## config.mk

```make
export PLATFORM = sky130hd
export DESIGN_NAME = swsync_unit
export DESIGN_NICKNAME = d
export VERILOG_FILES = /design/src/rtl/swsync_pkg.sv /design/src/rtl/swsync_edge.sv /design/src/rtl/swsync_ctrl.sv /design/src/rtl/swsync_dpath.sv /design/src/rtl/swsync_unit.sv
export SDC_FILE = /design/constraint.sdc
export NUM_CORES = 1
export LEC_CHECK = 0
export CAP_MARGIN = 20
export CORE_MARGIN = 2
export CORE_UTILIZATION = 40
export DETAILED_ROUTE_END_ITERATION = 10
export PLACE_DENSITY = 0.66
export SLEW_MARGIN = 20
export SYNTH_ARGS = -nofsm -noshare
export SYNTH_HDL_FRONTEND = slang
export SYNTH_SLANG_ARGS = --single-unit
```

## constraint.sdc

```tcl
create_clock -name clk -period 3.4 [get_ports clk]
set_clock_uncertainty 0.1 [all_clocks]
set_input_delay 0.68 -clock clk [delete_from_list [all_inputs] [get_ports clk]]
set_output_delay 0.68 -clock clk [all_outputs]
set_load 0.02 [all_outputs]
```

## src/rtl/swsync_pkg.sv

```systemverilog
package swsync_pkg;

  typedef enum logic {
    MODE_MASTER = 1'b0,
    MODE_SLAVE  = 1'b1
  } syncMode_e;

  // strobes from control to datapath
  typedef struct packed {
    logic restart;    // zero the phase counter and fire swClk
    logic armPulse;   // load the sync output pulse counter
    logic slaveMode;  // current mode, gates syncOut
  } ctrlStrobe_t;

  // compare results from datapath to control
  typedef struct packed {
    logic atWrap;     // phase reached the last index of the period
    logic atHalf;     // phase one cycle before the half point
    logic atLoss;     // phase reached period plus loss margin
    logic echoBusy;   // own pulse or its echo window active
  } dpathFlag_t;

endpackage

```

## src/rtl/swsync_edge.sv

```systemverilog
module swsync_edge #(
  parameter int SYNC_STAGES = 2
) (
  input  logic clk,
  input  logic rstN,
  input  logic syncIn,
  output logic syncRise
);

  // SYNC_STAGES synchronizer flops plus one history flop for edge detect
  logic [SYNC_STAGES:0] syncPipe;

  generate
    genvar gi;
    for (gi = 0; gi <= SYNC_STAGES; gi++) begin : g_stage
      if (gi == 0) begin : g_first
        always_ff @(posedge clk or negedge rstN) begin
          if (!rstN) syncPipe[gi] <= 1'b0;
          else       syncPipe[gi] <= syncIn;
        end
      end else begin : g_next
        always_ff @(posedge clk or negedge rstN) begin
          if (!rstN) syncPipe[gi] <= 1'b0;
          else       syncPipe[gi] <= syncPipe[gi-1];
        end
      end
    end
  endgenerate

  assign syncRise = syncPipe[SYNC_STAGES-1] & ~syncPipe[SYNC_STAGES];

  // an edge lasts exactly one cycle
  p_rise_single_r5: assert property (@(posedge clk) disable iff (!rstN)
    syncRise |=> !syncRise);

endmodule

```

## src/rtl/swsync_ctrl.sv

```systemverilog
module swsync_ctrl
  import swsync_pkg::*;
(
  input  logic        clk,
  input  logic        rstN,
  input  logic        syncRise,
  input  dpathFlag_t  flags,
  output ctrlStrobe_t strobe,
  output logic        slaveFlag
);

  syncMode_e mode, modeNext;
  logic      acceptEdge;

  // a master skips edges inside its own pulse/echo window; a slave takes all
  assign acceptEdge = syncRise & ((mode == MODE_SLAVE) | ~flags.echoBusy);

  always_comb begin
    modeNext = mode;
    if (acceptEdge)
      modeNext = MODE_SLAVE;
    else if ((mode == MODE_SLAVE) && flags.atLoss)
      modeNext = MODE_MASTER;
  end

  always_comb begin
    strobe.restart   = acceptEdge
                     | ((mode == MODE_MASTER) & flags.atWrap)
                     | ((mode == MODE_SLAVE)  & flags.atLoss);
    strobe.armPulse  = (mode == MODE_MASTER) & flags.atHalf & ~acceptEdge;
    strobe.slaveMode = (mode == MODE_SLAVE);
  end

  always_ff @(posedge clk or negedge rstN) begin
    if (!rstN) mode <= MODE_MASTER;
    else       mode <= modeNext;
  end

  assign slaveFlag = (mode == MODE_SLAVE);

  // own echo must never hand control away
  p_echo_hold_r9: assert property (@(posedge clk) disable iff (!rstN)
    ((mode == MODE_MASTER) && flags.echoBusy) |=> (mode == MODE_MASTER));

endmodule

```

## src/rtl/swsync_dpath.sv

```systemverilog
module swsync_dpath
  import swsync_pkg::*;
#(
  parameter int CNT_W       = 16,
  parameter int PULSE_CYC   = 14,
  parameter int GUARD_CYC   = 3,
  parameter int LOSS_MARGIN = 16
) (
  input  logic             clk,
  input  logic             rstN,
  input  logic [CNT_W-1:0] periodCfg,
  input  ctrlStrobe_t      strobe,
  output dpathFlag_t       flags,
  output logic             swClk,
  output logic             syncOut
);

  localparam int CW       = CNT_W + 1;
  localparam int PW_TOTAL = PULSE_CYC + GUARD_CYC;
  localparam int PW_W     = $clog2(PW_TOTAL + 1);
  localparam logic [PW_W-1:0] PW_LOAD  = PW_W'(PW_TOTAL);
  localparam logic [PW_W-1:0] PW_GUARD = PW_W'(GUARD_CYC);

  logic [CW-1:0]   phaseCnt;
  logic [CW-1:0]   perExt, lastIdx, halfIdx, lossIdx;
  logic [PW_W-1:0] pwCnt;
  logic            swClkQ;

  assign perExt  = {1'b0, periodCfg};
  assign lastIdx = perExt - CW'(1);
  assign halfIdx = (perExt >> 1) - CW'(1);
  assign lossIdx = lastIdx + CW'(LOSS_MARGIN);

  // phase counter, saturating at all ones
  always_ff @(posedge clk or negedge rstN) begin
    if (!rstN)
      phaseCnt <= '0;
    else if (strobe.restart)
      phaseCnt <= '0;
    else if (phaseCnt != '1)
      phaseCnt <= phaseCnt + CW'(1);
  end

  always_comb begin
    flags.atWrap   = (phaseCnt >= lastIdx);
    flags.atHalf   = (phaseCnt == halfIdx);
    flags.atLoss   = (phaseCnt >= lossIdx);
    flags.echoBusy = (pwCnt != '0);
  end

  // sync pulse: PULSE_CYC cycles driven, then GUARD_CYC cycles of echo guard
  always_ff @(posedge clk or negedge rstN) begin
    if (!rstN)
      pwCnt <= '0;
    else if (strobe.armPulse)
      pwCnt <= PW_LOAD;
    else if (pwCnt != '0)
      pwCnt <= pwCnt - PW_W'(1);
  end

  always_ff @(posedge clk or negedge rstN) begin
    if (!rstN) swClkQ <= 1'b0;
    else       swClkQ <= strobe.restart;
  end

  assign swClk   = swClkQ;
  assign syncOut = ~strobe.slaveMode & (pwCnt > PW_GUARD);

  // the clock pulse coincides with phase zero
  p_clk_at_zero_r2: assert property (@(posedge clk) disable iff (!rstN)
    swClkQ |-> (phaseCnt == '0));

  // a sync pulse is never a single-cycle glitch
  p_pulse_body_r4: assert property (@(posedge clk) disable iff (!rstN)
    ($rose(syncOut) && !strobe.slaveMode) |=> (syncOut || strobe.slaveMode));

endmodule

```

## src/rtl/swsync_unit.sv

```systemverilog
module swsync_unit
  import swsync_pkg::*;
#(
  parameter int CNT_W       = 16,
  parameter int PULSE_CYC   = 14,
  parameter int SYNC_STAGES = 2,
  parameter int LOSS_MARGIN = 16
) (
  input  logic             clk,
  input  logic             rstN,
  input  logic [CNT_W-1:0] periodCfg,
  input  logic             syncIn,
  output logic             swClk,
  output logic             syncOut,
  output logic             isSlave
);

  localparam int GUARD_CYC = SYNC_STAGES + 1;

  logic        syncRise;
  ctrlStrobe_t strobe;
  dpathFlag_t  flags;

  swsync_edge #(
    .SYNC_STAGES (SYNC_STAGES)
  ) u_edge (
    .clk      (clk),
    .rstN     (rstN),
    .syncIn   (syncIn),
    .syncRise (syncRise)
  );

  swsync_ctrl u_ctrl (
    .clk       (clk),
    .rstN      (rstN),
    .syncRise  (syncRise),
    .flags     (flags),
    .strobe    (strobe),
    .slaveFlag (isSlave)
  );

  swsync_dpath #(
    .CNT_W       (CNT_W),
    .PULSE_CYC   (PULSE_CYC),
    .GUARD_CYC   (GUARD_CYC),
    .LOSS_MARGIN (LOSS_MARGIN)
  ) u_dpath (
    .clk       (clk),
    .rstN      (rstN),
    .periodCfg (periodCfg),
    .strobe    (strobe),
    .flags     (flags),
    .swClk     (swClk),
    .syncOut   (syncOut)
  );

  p_one_cycle_clk_r2: assert property (@(posedge clk) disable iff (!rstN)
    swClk |=> !swClk);

  p_entry_clk_r5: assert property (@(posedge clk) disable iff (!rstN)
    $rose(isSlave) |-> swClk);

  p_slave_quiet_r6: assert property (@(posedge clk) disable iff (!rstN)
    isSlave |-> !syncOut);

  p_fallback_clk_r8: assert property (@(posedge clk) disable iff (!rstN)
    $fell(isSlave) |-> swClk);

endmodule

```

==> flow_summary.json <==
{
  "drt_iter0_markers": 183,
  "die-area_sq_um": 8410,
  "dr_total_vias": 3087,
  "grt_pass1_vias": 2997,
  "clockRootBuffer": "clkbuf_8",
  "dpl.hpwl_um": 6960,
  "holdCritPathClass": "reg -> reg",
  "finalWorstSetupSlack_ns": -0.854,
  "yosys.cell_types.count": 58,
  "fin_util_pct": 58.1,
  "fillers": 667,
  "diodes": 0,
  "violations": "negative setup slack",
  "drv_cap": 0,
  "finalCritPeriodShare_pct": 125,
  "layout-drive-gt1-share_pct": 30.5,
  "grt_start_max_net_pins": 28,
  "critPathBufInv": 6,
  "syn_nets": 423,
  "leakage_nw": 1.90,
  "rsz0062_at_grt": "true",
  "relSlewSlack_pct": 61.8,
  "dr.pass1.iters": 4,
  "synth_ff_type": "dfrtp_1",
  "cts_buffers": 3,
  "area_growth_pct": 39.2,
  "drv_slew": 0,
  "grt_overflow_total": 0,
  "die_w_um": 91.7,
  "multiInputGateArea_sq_um": 2450,
  "cts_tree": "built",
  "critical-path-top-delay-family": "compound AO/OA/AOI/OAI gates",
  "avgSynthCellArea_sq_um": 8.41,
  "use_met1_pct": 29.9,
  "max_stage_delay_ns": 0.44,
  "cts_sinks": 27,
  "io_pins": 22,
  "gr-usage-met3_pct": 2.88,
  "hold_ws_ns": 0.257,
  "cp.arrival_ns": 4.37,
  "met2_usage_pct": 37.5,
  "rr_startpoint": "u_dpath.phaseCnt[9]",
  "fmax_ghz": 0.235,
  "drtAntennaViolNets": 0,
  "clk_latency_ns": 0.27,
  "portBuffers": 21,
  "worstMarginPinSlew_ns": 0.566,
  "seq_area_frac_synth_pct": 22.0,
  "core_area_sq_um": 7370,
  "num_rows": 31,
  "grt_busiest_layer": "met2",
  "fin_tns_setup_ns": -15.47,
  "gp_congestion": 0.923,
  "path_max_fanout": 5,
  "clockBufferDepth": 2,
  "register_area_sq_um": 676,
  "grtUsageTotal_pct": 21.9,
  "htreeDepth": 1,
  "wl_per_cell_um": 16.3,
  "cp_cell_sequence": "buf_8 > inv_4 > ha_4 > or3b_4 > or4_4 > a211o_1 > a2111oi_4 > xor2_1 > ha_1 > buf_4 > buf_4 > a21oi_1 > o21ai_0 > a21oi_1 > o211ai_1 > o22a_2 > buf_6 > buf_12 > nor2_2",
  "detailedPlace.worstSlack_ns": -1.45,
  "path_clk_slew_ns": 0.09,
  "nets": 517,
  "critical_path_class": "in -> reg",
  "hold_viol": 0,
  "critPathLaunchType": "primary input",
  "synth_seq_cells": 27,
  "yosysWarnings": 0,
  "status": "finished, violations left",
  "initial_core_util_pct": 41.8,
  "fin_crit_ns": 4.25,
  "syn_area_sq_um": 3080,
  "synth_edf_count": 0,
  "via_per_inst": 5.53,
  "grt_pass1_wl_um": 15000,
  "peakVddDrop_uv": 224,
  "finalPower_mw": 1.15,
  "startpoint": "periodCfg[1]",
  "drc": 0,
  "crit_required_ns": 3.51,
  "cellPowerDensity_nw_per_um2": 268,
  "antenna_found_initial": 0,
  "hp-start": "u_edge.syncPipe[0]",
  "chipHeight_um": 91.7,
  "end_kind": "register",
  "setup_viol": 19,
  "async_flop_share_pct": 100,
  "syn_inst": 366,
  "cp_slowest_cell": "or4_4",
  "finalWirelength_um": 9080
}
## routing by layer
layer | part of all wire, % | vias up
met5 | 0 | -
met4 | 1.1 | 0
met3 | 5.2 | 6
met2 | 49 | 80
met1 | 45 | 1476
li1 | - | 1525
## registers in the layout, indices dropped and copies added, names as in the netlist
register / cells
u_ctrl.slaveFlag: 1
u_dpath.phaseCnt: 17
u_dpath.pwCnt: 5
u_dpath.swClk: 1
u_edge.syncPipe: 3
## worst register-to-register path, stage by stage, from the launching register on
cell and delay, ns:
dfrtp_1 0.47, and3_1 0.24, nand4_1 0.14, nor3_1 0.09, and4_1 0.21, ha_1 0.21
and3b_1 0.25, or3b_2 0.53, nor2_1 0.19, nand3_1 0.11, xor2_1 0.19, nor2_2 0.04
## cell type report
type,instances,share of cell area [%]
Clock buffer,4,1.05
Inverter,13,1.20
Multi-Input combinational cell,308,57.3
Sequential cell,27,15.8
Tap cell,99,2.89
Timing Repair Buffer,107,21.8
## stage by stage
step                      std cells  area (sq um)
after floorplan                 366          3110
after global placement          544          3910
after detailed placement        544          3910
after CTS                       556          4180
after global routing            558          4290
final                           558          4290
## report_power, final
part / switching (mW) / total [mW] / internal, mW
registers: 0.0794 / 0.447 / 0.367
clock network: 0.0989 / 0.183 / 0.0841
logic: 0.254 / 0.519 / 0.265
total: 0.432 / 1.15 / 0.716
## logic make-up after synthesis
group                      count (synthesis)  share of synthesized area [%]
and+or+nand+nor                          152                           28.0
AOI/OAI and AO/OA                         61                           13.9
xor gates and xnor gates                  55                           15.7
adders and majority gates                 38                           15.4
buffers and inverters                     31                           4.47
DFF                                       27                           22.0
muxes                                      2                          0.650
## Yosys cell counts, types with 5 or more instances
cell	n	area [sq um]
nor2b_1	9	56.3
o21ai_0	9	45.0
nand3_1	8	40.0
nor3_1	10	50.1
nor2_1	38	143
clkbuf_1	10	37.5
ha_1	38	475
a21oi_1	19	95.1
nor4b_1	5	43.8
nand4_1	15	93.8
xor2_1	26	228
xnor2_1	29	254
nand2_1	21	78.8
buf_2	5	25.0
inv_1	13	48.8
nor4_1	11	68.8
dfrtp_1	27	676
## cells in the final DEF, fill, tap and decap left out, types with 5 or more instances in the layout
cell             count
xor2_1              26
nor4_1               9
nor2_2               9
nor2_4               5
xnor2_1             28
inv_1               10
nor2b_1              9
clkdlybuf4s50_1     11
ha_1                35
buf_4               78
nand3_1              7
nor3_1              10
nor2_1              24
nand2_1             21
buf_6                5
o21ai_0              9
nand4_1             15
a21oi_1             18
dfrtp_1             27
## what timing repair did
| item | 4_1_cts | 5_1_grt |
|---|---|---|
| setup buffers | 6 | 5 |
| hold buffers | 0 | 0 |
| pin swaps | 19 | 17 |
| endpoints found under the hold margin | 0 | 0 |
| setup endpoints to repair | 19 | 19 |
| cloned | 2 | 0 |
| resized for setup | 53 | 28 |
## path summary, 6_finish.rpt
kind	end	slack (ns)	cells past startpoint
setup / recovery	u_dpath.phaseCnt[4]	-0.85	19
hold / removal	u_edge.syncPipe[1]	0.26	0
setup reg to reg	u_dpath.phaseCnt[15]	0.51	11
hold reg to reg	u_edge.syncPipe[1]	0.26	0
max in group asynchronous	u_dpath.phaseCnt[11]	2.29	2
min in group asynchronous	u_edge.syncPipe[0]	0.66	2
(Power assumes the default switching activity.)
